==> src/rtl/fsp_pkg.sv <==
package fsp_pkg;

    typedef enum logic [2:0] {
        OP_NONE  = 3'd0,
        OP_LOAD  = 3'd1,
        OP_ERASE = 3'd2,
        OP_WRITE = 3'd3,
        OP_LOCK  = 3'd4,
        OP_REEN  = 3'd5
    } fsp_op_e;

    localparam int unsigned BIT_IE   = 7;
    localparam int unsigned BIT_BUSY = 6;

    localparam logic [4:0] PAT_LOAD  = 5'b00001;
    localparam logic [4:0] PAT_ERASE = 5'b00011;
    localparam logic [4:0] PAT_WRITE = 5'b00101;
    localparam logic [4:0] PAT_LOCK  = 5'b01001;
    localparam logic [4:0] PAT_REEN  = 5'b10001;

    typedef struct packed {
        logic    ie;
        logic    busy;
        fsp_op_e armed;
    } fsp_state_t;

    function automatic fsp_op_e decode_arm(input logic [4:0] low);
        fsp_op_e r;
        case (low)
            PAT_LOAD:  r = OP_LOAD;
            PAT_ERASE: r = OP_ERASE;
            PAT_WRITE: r = OP_WRITE;
            PAT_LOCK:  r = OP_LOCK;
            PAT_REEN:  r = OP_REEN;
            default:   r = OP_NONE;
        endcase
        return r;
    endfunction

    function automatic logic [4:0] op_to_low(input fsp_op_e op);
        logic [4:0] r;
        case (op)
            OP_LOAD:  r = PAT_LOAD;
            OP_ERASE: r = PAT_ERASE;
            OP_WRITE: r = PAT_WRITE;
            OP_LOCK:  r = PAT_LOCK;
            OP_REEN:  r = PAT_REEN;
            default:  r = 5'b00000;
        endcase
        return r;
    endfunction

    function automatic logic is_long_op(input fsp_op_e op);
        return (op == OP_ERASE) || (op == OP_WRITE);
    endfunction

endpackage

==> src/rtl/fsp_arm_timer.sv <==
module fsp_arm_timer #(
    parameter int unsigned WIN_CYCLES = 4
) (
    input  logic clk,
    input  logic rst,
    input  logic arm,
    input  logic running,
    input  logic consume,
    output logic expire,
    output logic window_open
);
    localparam int unsigned CW = (WIN_CYCLES > 2) ? $clog2(WIN_CYCLES) : 1;
    localparam logic [CW-1:0] LOAD = CW'(WIN_CYCLES - 1);

    logic [CW-1:0] count;

    always_ff @(posedge clk) begin
        if (rst) begin
            count <= '0;
        end else if (arm) begin
            count <= LOAD;
        end else if (consume) begin
            count <= '0;
        end else if (running && count != '0) begin
            count <= count - 1'b1;
        end
    end

    assign expire      = running && !consume && !arm && (count == '0);
    assign window_open = (count != '0);

endmodule

==> src/rtl/fsp_cfg_read.sv <==
module fsp_cfg_read #(
    parameter int unsigned CFGW = 8
) (
    input  logic            clk,
    input  logic            rst,
    input  logic            load_strobe,
    input  logic            lock_armed,
    input  logic            window_open,
    input  logic            sel_fuse,
    input  logic [CFGW-1:0] lock_bits,
    input  logic [CFGW-1:0] fuse_bits,
    output logic            rd_valid,
    output logic [CFGW-1:0] rd_data
);
    logic hit;
    assign hit = load_strobe && lock_armed && window_open;

    always_ff @(posedge clk) begin
        if (rst) begin
            rd_valid <= 1'b0;
            rd_data  <= '0;
        end else begin
            rd_valid <= hit;
            if (hit) begin
                rd_data <= sel_fuse ? fuse_bits : lock_bits;
            end
        end
    end

endmodule

==> src/rtl/fsp_cmd_core.sv <==
module fsp_cmd_core
    import fsp_pkg::*;
#(
    parameter int unsigned ZW        = 16,
    parameter int unsigned WB        = 5,
    parameter int unsigned PGW       = 10,
    parameter int unsigned RWW_PAGES = 896
) (
    input  logic            clk,
    input  logic            rst,
    input  logic            wr_en,
    input  logic            wr_ie,
    input  logic [4:0]      wr_low,
    input  logic            store_strobe,
    input  logic [ZW-2:0]   z_hi,
    input  logic [15:0]     din,
    input  logic            eng_done,
    input  logic            expire,
    output fsp_state_t      st,
    output logic            op_active,
    output logic            take,
    output logic            arm_pulse,
    output logic            cmd_valid,
    output fsp_op_e         cmd_op,
    output logic [PGW-1:0]  cmd_page,
    output logic [WB-1:0]   cmd_word,
    output logic [15:0]     cmd_data,
    output logic            buf_clear
);
    fsp_op_e        wr_op;
    logic [PGW-1:0] z_page;
    logic [WB-1:0]  z_word;
    logic           page_in_rww;
    logic           buf_loaded;

    assign wr_op       = decode_arm(wr_low);
    assign z_page      = z_hi[ZW-2:WB];
    assign z_word      = z_hi[WB-1:0];
    assign page_in_rww = (32'(z_page) < RWW_PAGES);

    assign take      = store_strobe && (st.armed != OP_NONE) && !op_active;
    assign arm_pulse = wr_en && (wr_op != OP_NONE) && !op_active && !take;

    always_ff @(posedge clk) begin
        if (rst) begin
            st         <= '{ie: 1'b0, busy: 1'b0, armed: OP_NONE};
            op_active  <= 1'b0;
            buf_loaded <= 1'b0;
            cmd_valid  <= 1'b0;
            cmd_op     <= OP_NONE;
            cmd_page   <= '0;
            cmd_word   <= '0;
            cmd_data   <= '0;
            buf_clear  <= 1'b0;
        end else begin
            cmd_valid <= 1'b0;
            buf_clear <= 1'b0;
            if (wr_en) begin
                st.ie <= wr_ie;
            end
            if (take) begin
                cmd_valid <= 1'b1;
                cmd_op    <= st.armed;
                cmd_page  <= '0;
                cmd_word  <= '0;
                cmd_data  <= '0;
                unique case (st.armed)
                    OP_LOAD: begin
                        cmd_page   <= z_page;
                        cmd_word   <= z_word;
                        cmd_data   <= din;
                        st.busy    <= 1'b0;
                        buf_loaded <= 1'b1;
                        st.armed   <= OP_NONE;
                    end
                    OP_ERASE, OP_WRITE: begin
                        cmd_page  <= z_page;
                        op_active <= 1'b1;
                        if (page_in_rww) begin
                            st.busy <= 1'b1;
                        end
                        if (st.armed == OP_WRITE) begin
                            buf_loaded <= 1'b0;
                        end
                    end
                    OP_LOCK: begin
                        cmd_data <= {8'h00, din[7:0]};
                        st.armed <= OP_NONE;
                    end
                    OP_REEN: begin
                        st.busy    <= 1'b0;
                        buf_clear  <= buf_loaded;
                        buf_loaded <= 1'b0;
                        st.armed   <= OP_NONE;
                    end
                    default: begin
                        st.armed <= OP_NONE;
                    end
                endcase
            end else if (arm_pulse) begin
                st.armed <= wr_op;
            end else if (op_active && eng_done) begin
                op_active <= 1'b0;
                st.armed  <= OP_NONE;
            end else if (expire) begin
                st.armed <= OP_NONE;
            end
        end
    end

endmodule

==> src/rtl/flash_selfprog_ctrl.sv <==
module flash_selfprog_ctrl
    import fsp_pkg::*;
#(
    parameter int unsigned ZW         = 16,
    parameter int unsigned PAGE_WORDS = 32,
    parameter int unsigned RWW_PAGES  = 896,
    parameter int unsigned WIN_CYCLES = 4,
    parameter int unsigned CFGW       = 8,
    localparam int unsigned WB        = $clog2(PAGE_WORDS),
    localparam int unsigned PGW       = ZW - 1 - WB
) (
    input  logic            clk,
    input  logic            rst,
    input  logic            reg_wr_en,
    input  logic [7:0]      reg_wr_data,
    output logic [7:0]      reg_rd_data,
    input  logic            global_ie,
    output logic            irq,
    input  logic            store_strobe,
    input  logic            load_strobe,
    input  logic [ZW-1:0]   z_ptr,
    input  logic [15:0]     data_word,
    input  logic            eng_done,
    output logic            cmd_valid,
    output logic [2:0]      cmd_op,
    output logic [PGW-1:0]  cmd_page,
    output logic [WB-1:0]   cmd_word,
    output logic [15:0]     cmd_data,
    output logic            buf_clear,
    input  logic [CFGW-1:0] lock_bits,
    input  logic [CFGW-1:0] fuse_bits,
    output logic            cfg_rd_valid,
    output logic [CFGW-1:0] cfg_rd_data
);
    fsp_state_t st;
    fsp_op_e    cmd_op_q;
    logic       op_active;
    logic       take;
    logic       arm_pulse;
    logic       expire;
    logic       window_open;
    logic       unused_wr_bits;

    assign unused_wr_bits = ^reg_wr_data[6:5];

    fsp_cmd_core #(
        .ZW        (ZW),
        .WB        (WB),
        .PGW       (PGW),
        .RWW_PAGES (RWW_PAGES)
    ) core_i (
        .clk          (clk),
        .rst          (rst),
        .wr_en        (reg_wr_en),
        .wr_ie        (reg_wr_data[BIT_IE]),
        .wr_low       (reg_wr_data[4:0]),
        .store_strobe (store_strobe),
        .z_hi         (z_ptr[ZW-1:1]),
        .din          (data_word),
        .eng_done     (eng_done),
        .expire       (expire),
        .st           (st),
        .op_active    (op_active),
        .take         (take),
        .arm_pulse    (arm_pulse),
        .cmd_valid    (cmd_valid),
        .cmd_op       (cmd_op_q),
        .cmd_page     (cmd_page),
        .cmd_word     (cmd_word),
        .cmd_data     (cmd_data),
        .buf_clear    (buf_clear)
    );

    fsp_arm_timer #(
        .WIN_CYCLES (WIN_CYCLES)
    ) timer_i (
        .clk         (clk),
        .rst         (rst),
        .arm         (arm_pulse),
        .running     ((st.armed != OP_NONE) && !op_active),
        .consume     (take),
        .expire      (expire),
        .window_open (window_open)
    );

    fsp_cfg_read #(
        .CFGW (CFGW)
    ) cfg_i (
        .clk         (clk),
        .rst         (rst),
        .load_strobe (load_strobe),
        .lock_armed  (st.armed == OP_LOCK),
        .window_open (window_open),
        .sel_fuse    (z_ptr[0]),
        .lock_bits   (lock_bits),
        .fuse_bits   (fuse_bits),
        .rd_valid    (cfg_rd_valid),
        .rd_data     (cfg_rd_data)
    );

    assign cmd_op      = cmd_op_q;
    assign reg_rd_data = {st.ie, st.busy, 1'b0, op_to_low(st.armed)};
    assign irq         = st.ie && global_ie && (st.armed == OP_NONE);

endmodule

==> config.mk <==
export PLATFORM = sky130hd
export DESIGN_NAME = flash_selfprog_ctrl
export DESIGN_NICKNAME = d
export VERILOG_FILES = /design/src/rtl/fsp_pkg.sv /design/src/rtl/fsp_arm_timer.sv /design/src/rtl/fsp_cfg_read.sv /design/src/rtl/fsp_cmd_core.sv /design/src/rtl/flash_selfprog_ctrl.sv
export SDC_FILE = /design/constraint.sdc
export NUM_CORES = 1
export LEC_CHECK = 0
export ABC_AREA = 0
export BUFFER_PORTS_ARGS = -buffer_cell sky130_fd_sc_hd__clkbuf_2
export CAP_MARGIN = 10
export CORE_AREA = 2 2 122 65
export CTS_CLUSTER_SIZE = 30
export DETAILED_ROUTE_END_ITERATION = 8
export DIE_AREA = 0 0 124 67
export PLACE_DENSITY = 0.59
export SETUP_SLACK_MARGIN = 0.3
export SLEW_MARGIN = 10
export SYNTH_ARGS = -nofsm -noshare
export SYNTH_HDL_FRONTEND = slang
export SYNTH_SLANG_ARGS = --single-unit
==> constraint.sdc <==
create_clock -name clk -period 3.65 [get_ports clk]
set_input_delay 0.73 -clock clk [delete_from_list [all_inputs] [get_ports clk]]
set_output_delay 0.73 -clock clk [all_outputs]
set_load 0.1 [all_outputs]
==> impl_results.md, run 1 <==
- Status: finished, final reports clean
- Crit Path Class: flop to primary output
- Crit end category: primary output
- Largest area contributor in the netlist: dfxtp_1
- HP Class: flop to flop
- Die area: 0.00831 mm²
- Post-cts gate resize count: 0
- CTS tree: yes
- Fin nets: 368
- Fin. Hold Viols: 0
- Main combinational cell family by area after synthesis: compound AO/OA/AOI/OAI gates
- Post-Place Cells: about 390
- Die Ht: 67 µm
- Setup TNS: 0 ps
- Antenna violations before repair: 0
- GR Util All Layers: 0.137
- Hold Buf Count CTS: 0
- Syn Nets: 263
- CTS Buf Count: 5
- Crit path DAT: 1900 ps
- Area Growth Syn to Fin: 34.9%
- CTS Buffer Depth: 2
- Setup Viol. Count Final: 0
- I/O Pins: 117
- Largest net degree at the start of global routing: 35
- Initial DRC count: 59
- Slowest cell on the critical path: dfxtp_1
- Flop2flop setup slack: 1510 ps
- FF-to-FF path depth: 5
- Compound-Gate Fraction of Synth Area: 0.181
- Leak: 1.40 nW
- Maximum Capacitance Violations: 0
- Synth Area in XOR/XNOR: 0.0162
- FFs w/ async S/R, synth: 0
- Global-route wire length before repair: 8.42 mm
- Setup bufs post-CTS: 0
- Crit path launch: core_i.st[1]
- H-tree depth: 2
- Tmin final: 2630 ps
- Worst-margin pin slew: 760 ps
- Reg2reg end: core_i.cmd_word[3]
- Synth warn: 0
- Cell Area, Synth: 0.00216 mm²
- Routed Antenna Nets: 0
- Root Buffer: clkbuf_16
- R2R Path Start: core_i.st[1]
- WL/cell: 13.5 µm
- Worst slew margin: 0.493
- Cell count after synthesis: 199
- Rows: 22
- Power per cell area: 443 mW/mm²
- CP max FO: 11
- CP startpoint kind: flop
- Sink Count: 54
- Die X: 124 µm
- CP cell instances: nor3_2, and3_1, clkbuf_2
- I/O Buffers: approximately 110
- # diodes: 0
- Final HPWL DP: approximately 4.1 mm
- Gr ovfl total: 0
- Worst EP required: 2920 ps
- Crit share post-route: 0.720
- DRT Pass-1 Iters: 4
- DRC: 0
- Synth Area in Adders: 0.00580
- Final slew viol count: 0
- Synth area leaders: dfxtp_1 50%, a22o_1 13%, mux2i_1 5.1%
- Vias in the first global route: 1656
- Post-synth EDFFs: 0
- Routed wire length: 5.42 mm
- Final Skew: 6.97 ps
- Via Count: 1838
- Top-area cell type share of the netlist area: 0.501
- Post-Synth Simple-Gate Area: 0.132
- Layout Cells excl Fill: 401
- Starting density of the core: 0.302
- Final core occ: 0.407
- Worst path max stage delay: 480 ps
- Vias per cell: 4.58
- Post-synthesis mux area share: 0.0980
- FF+latch count, synth: 54
- Top_reg_cell synth: dfxtp_1
- Unrepaired setup endpoints after global routing: false
- Share of cells above drive strength 1: 0.452
- Core area: 0.00716 mm²
- VDD IR max: 0.000184 V
- Gpl congestion: a little over 0.7
- Sequential share of the synthesized area: 0.501
- Reg clk slew, reported paths: 70 ps
- Fmax achieved: 381 MHz
- Cell variety after synth: 39
- Worst setup path endpoint: irq
- Syn Area/Cell: 10.8 µm²
- Clk Latency, worst-skew pair: 290 ps
==> worst max-delay path, delay by kind of cell, from the launching register on <==
kind	cells	cell delay, ps
buffers and inverters	1	450
and+or+nand+nor	2	670
DFF	1	480
==> final cells by class <==
class                      instances  area, µm²
timing repair buffer             115        581
fill                             726       4250
clock buffer                       8        166
sequential                        54       1080
multi-input combinational        123        945
inverter                           5       18.8
tap                               96        120
==> cells by family (layout without fill, tap and decap cells) <==
family,after synthesis,after routing
AOI/OAI and AO/OA,49,49
muxes,20,20
adders and majority gates,1,1
xor gates and xnor gates,4,4
buffers and inverters,22,128
DFF,54,54
and+or+nand+nor,48,48
other,1,1
==> state kept, by name (all words and copies together) (netlist names), 2 cells and up <==
register	count
core_i.cmd_data	16
core_i.cmd_page	10
cfg_i.rd_data	8
core_i.cmd_word	5
core_i.st	5
core_i.cmd_op	3
timer_i.count	2
==> worst min-delay path by stage <==
stage / end / slack (ps) / startpoint / cells after the start
final: core_i.cmd_op[0] / 460 / core_i.cmd_op[0] / 2
after global routing: core_i.cmd_op[0] / 480 / core_i.cmd_op[0] / 2
after CTS: core_i.cmd_op[0] / 460 / core_i.cmd_op[0] / 2
after detailed placement: core_i.cmd_op[0] / 460 / core_i.cmd_op[0] / 2
after global placement: core_i.cmd_op[0] / 450 / core_i.cmd_op[0] / 2
after floorplan: core_i.buf_loaded / 440 / core_i.buf_loaded / 2
==> layer usage <==
metal | part of all wire | vias up | track usage
li1 | - | 923 | -
met1 | 0.55 | 849 | 0.209
met2 | 0.37 | 61 | 0.172
met3 | 0.072 | 5 | 0.0471
met4 | 0.0090 | 0 | 0.0421
met5 | 0 | - | 0
==> synthesized netlist by cell type, types with 3 or more instances <==
cell / n
buf_4: 8
buf_6: 3
nand2b_1: 4
xnor2_1: 4
nor2_1: 19
dfxtp_1: 54
mux2i_1: 11
a22o_1: 31
inv_1: 5
a21oi_1: 7
a211oi_1: 3
nand2_1: 4
mux2_2: 8
nor3_1: 5
==> power by group <==
part | switching [W] | internal (W) | total (W)
clock network | 0.000198 | 0.000311 | 0.000509
logic | 0.000119 | 0.0000548 | 0.000174
registers | 0.00000955 | 0.000598 | 0.000608
total | 0.000327 | 0.000963 | 0.00129
==> placed cells by master, fill, tap and decap left out, drive strengths merged, types with 2 or more instances in the layout <==
cell and n:
nor3b 2, nand2 4, nand3 2, nor4 2, nor2 20, a21boi 2
a21oi 7, xnor2 4, dfxtp 54, buf 2, a211oi 3, and3 2
mux2i 11, nor3 6, clkbuf 121, nand2b 4, mux2 9, inv 5
a22o 31, and2 2
==> stage by stage <==
stage	hold slack (ps)	worst slack, ps	instance area, µm²	total power [W]
2_1_floorplan	445	1030	2160	0.000747
5_1_grt	478	899	2910	0.00136
6_report	459	1020	2910	0.00129
3_3_place_gp	447	1330	2750	0.000794
3_5_place_dp	455	1290	2750	0.000796
4_1_cts	465	975	2910	0.00131
Note: power is estimated with default switching activity, not from simulation.
==> inputs of run 2 (changes only) <==
--- a/config.mk
+++ b/config.mk
@@ -5,13 +5,13 @@
 export SDC_FILE = /design/constraint.sdc
 export NUM_CORES = 1
 export LEC_CHECK = 0
-export ABC_AREA = 0
+export ABC_AREA = 1
 export BUFFER_PORTS_ARGS = -buffer_cell sky130_fd_sc_hd__clkbuf_2
 export CAP_MARGIN = 10
-export CORE_AREA = 2 2 122 65
+export CORE_AREA = 2 2 125 66
 export CTS_CLUSTER_SIZE = 30
 export DETAILED_ROUTE_END_ITERATION = 8
-export DIE_AREA = 0 0 124 67
+export DIE_AREA = 0 0 127 68
 export PLACE_DENSITY = 0.59
 export SETUP_SLACK_MARGIN = 0.3
 export SLEW_MARGIN = 10
==> constraint.sdc (replaced) <==
create_clock -name clk -period 2.5 [get_ports clk]
set_input_delay 0.5 -clock clk [delete_from_list [all_inputs] [get_ports clk]]
set_output_delay 0.5 -clock clk [all_outputs]
set_load 0.1 [all_outputs]
==> run 2 against run 1 <==
Compared with the run above: area after synthesis up 5.9%; via count grew 25%; clock power up 38%; power up 120%; global-route usage increased by 0.90 points; die area is 3.9% higher; setup slack worse by 600 ps; clock skew fell by 4.9 ps; flip-flop and latch count stayed put; critical path depth up 1; wire length increased by 17%.
==> impl_results.md, run 2 <==
- Status: finished, final reports clean
- Syn Area/Cell: 7.62 µm² (-30%)
- H-tree depth: 2 (unchanged)
- Synth cell count leaders: 54 x dfxtp_1, 44 x nand2_1, 42 x nor2_1
- Sequential share of the synthesized area: 0.473 (-0.0280)
- Cell Area, Synth: 0.00229 mm² (+5.9%)
- Worst EP required: 2000 ps (-920 ps)
- I/O Pins: 117 (unchanged)
- Final Skew: 2.12 ps (-4.86 ps)
- Die area: 0.00864 mm² (+3.9%)
- Fin nets: 467 (+27%)
- Crit path launch: core_i.st[2]
- Starting density of the core: 0.299 (-0.00295)
- Final slew viol count: 0 (unchanged)
- Design Area, Final: 0.00303 mm² (+3.9%)
- VDD IR max: 0.000315 V (+71%)
- R2R Path Start: core_i.st[2]
- Top-area cell type share of the netlist area: 0.473 (-0.0280)
- Hold Buf Count CTS: 0 (unchanged)
- Largest net degree at the start of global routing: 36 (+2.9%)
- FFs w/ async S/R, synth: 0 (unchanged)
- Register Area: 0.00108 mm² (unchanged)
- Clk Latency, worst-skew pair: 290 ps (about the same)
- Reg clk slew, reported paths: 70 ps (about the same)
- Final HPWL DP: 4.74 mm (+15%)
- Routed wire length: 6.33 mm (+17%)
- CTS tree: yes
- Largest area contributor in the netlist: dfxtp_1
- Final core occ: 0.395 (-0.0116)
- Tmin final: between 2000 and 2500 ps
- Crit Path Class: flop to primary output
- WL/cell: 12.6 µm (-7.1%)
- Area of the multi-input gates: 986 µm² (+4.4%)
- Syn Nets: 364 (+38%)
- Fmax achieved: approximately 480 MHz
- Synth area leaders: dfxtp_1 47%, nand2_1 7.2%, nor2_1 6.9%
- Core area: 0.00765 mm² (+7.0%)
- FF+latch count, synth: 54 (unchanged)
- Vias per cell: 4.55 (-0.83%)
- Root Buffer: clkbuf_16
- I/O Buffers: 113 (unchanged)
- Fin. Hold Viols: 0 (unchanged)
- CP max FO: 7 (-4)
- Worst slew margin: 0.492 (-0.000995)
- CTS Buf Count: 5 (unchanged)
- DRC: 0 (unchanged)
- Setup Viol. Count Final: 0 (unchanged)
- Most flops, register: core_i.cmd_data
- Initial DRC count: 78 (+32%)
- Share of cells above drive strength 1: 0.337 (-0.116)
- Post-synth EDFFs: 0 (unchanged)
- Design Power: 0.00288 W (+120%)
- Unrepaired setup endpoints after global routing: false
- Most common cell after layout, fill and taps aside: clkbuf_2
- Hold_sp: reg_wr_data[7]
- GR Util All Layers: 0.146 (+0.00895)
- Synth warn: 0 (unchanged)
- Crit path DAT: 1580 ps (-320 ps)
- Gpl congestion: 0.716 (-0.79%)
- Global-route wire length before repair: 9.79 mm (+16%)
- Crit end category: primary output
- Layout Cells excl Fill: 504 (+26%)
- Largest regs: core_i.cmd_data (16), core_i.cmd_page (10), cfg_i.rd_data (8)
- Commonest cells after routing, fill and taps aside: 112 x clkbuf_2, 54 x dfxtp_1, 44 x nand2_1
- Max reg flops: 16 (unchanged)
- Gr ovfl total: 0 (unchanged)
- # fillers: 797 (+9.8%)
- Top-count cell post-synth: dfxtp_1
- Cell variety after synth: 27 (-31%)
- Die X: 127 µm (+2.4%)
- Crit share post-route: 0.831
- Cell count after synthesis: 300 (+51%)
- Antenna violations before repair: 0 (unchanged)
- CP startpoint kind: flop
- CTS Buffer Depth: 2 (unchanged)
- Die Ht: 68 µm (+1.5%)
- HP Class: input port to flop
- Setup bufs post-CTS: 0 (unchanged)
- Sink Count: 54 (unchanged)
- Maximum Capacitance Violations: 0 (unchanged)
- Rows: 23 (+4.5%)
- Setup TNS: 0 ps (unchanged)
- Placed Instance Area: 0.00288 mm² (+4.8%)
- DRT Pass-1 Iters: 4 (unchanged)
- Vias in the first global route: 2044 (+23%)
- Post-Place Cells: 496 (+26%)
- # diodes: 0 (unchanged)
- Routed Antenna Nets: 0 (unchanged)
- Top_reg_cell synth: dfxtp_1
- Worst-margin pin slew: 760 ps (-0.347 ps)
- Power per cell area: 953 mW/mm² (+120%)
- Post-cts gate resize count: 0 (unchanged)
- Via Count: 2291 (+25%)
- Area Growth Syn to Fin: 32.3%
- Leak: 1.44 nW (+3.1%)
## run 2: cell types whose count changed in the layout (fill, tap and decap cells not counted), moves of 8 or more
cell     change
mux2_2       -8
a22oi_1     +13
a21oi_1     +15
o21ai_0     +13
inv_1       +15
o21ai_1     +22
mux2i_1     -11
a22o_1      -31
nand3_1     +28
nand2_1     +40
nor2_1      +21
## run 2: power breakdown
part | leakage [nW] | internal [W] | switching, W | total [W]
logic | 0.929 | 0.000241 | 0.000954 | 0.00120
registers | 0.436 | 0.000926 | 0.0000635 | 0.000989
clock network | 0.0739 | 0.000398 | 0.000302 | 0.000700
total | 1.44 | 0.00156 | 0.00132 | 0.00288
## run 2: per-layer routing
metal	vias to the layer above	routed length, µm	track usage
met3	3	455	0.0500
met4	0	21	0.0343
met1	1026	3380	0.200
met5	-	0	0
li1	1184	-	-
met2	78	2470	0.222
## run 2: path summary, 6_finish.rpt
check | end | slack (ps) | depth (start not counted)
hold reg to reg | core_i.buf_clear | 480 | 2
setup / recovery | reg_rd_data[1] | 420 | 4
hold / removal | core_i.st[4] | 440 | 3
setup reg to reg | core_i.cmd_op[1] | 570 | 6
## run 2: logic make-up (layout without fill, tap and decap cells)
| group | Yosys count | after routing | synth area share |
|---|---|---|---|
| other cells | 1 | 1 | 0.00164 |
| flops | 54 | 54 | 0.473 |
| fa+ha+maj | 1 | 1 | 0.00547 |
| compound gates | 74 | 74 | 0.183 |
| simple gates | 123 | 123 | 0.235 |
| xor+xnor | 1 | 1 | 0.00383 |
| buf+inv | 46 | 150 | 0.0980 |
## run 2: cell type report
| type | instances | share of cell area |
|---|---|---|
| Sequential cell | 54 | 0.357 |
| Multi-Input combinational cell | 200 | 0.326 |
| Timing Repair Buffer | 116 | 0.194 |
| Clock buffer | 7 | 0.0471 |
| Tap cell | 100 | 0.0414 |
| Inverter | 26 | 0.0323 |
| Clock inverter | 1 | 0.00165 |
## run 2: worst max-delay path, cell delays in order, from the launching register on
cell	delay, ps
dfxtp_1	390
inv_2	180
nand2_1	130
nor2_1	110
clkbuf_2	470
## run 2: per-stage QoR
step | worst slack, ps | hold slack (ps)
global route | 313 | 443
detailed placement | 589 | 470
floorplan | 93.5 | 446
global placement | 596 | 457
CTS | 398 | 431
finish | 423 | 440
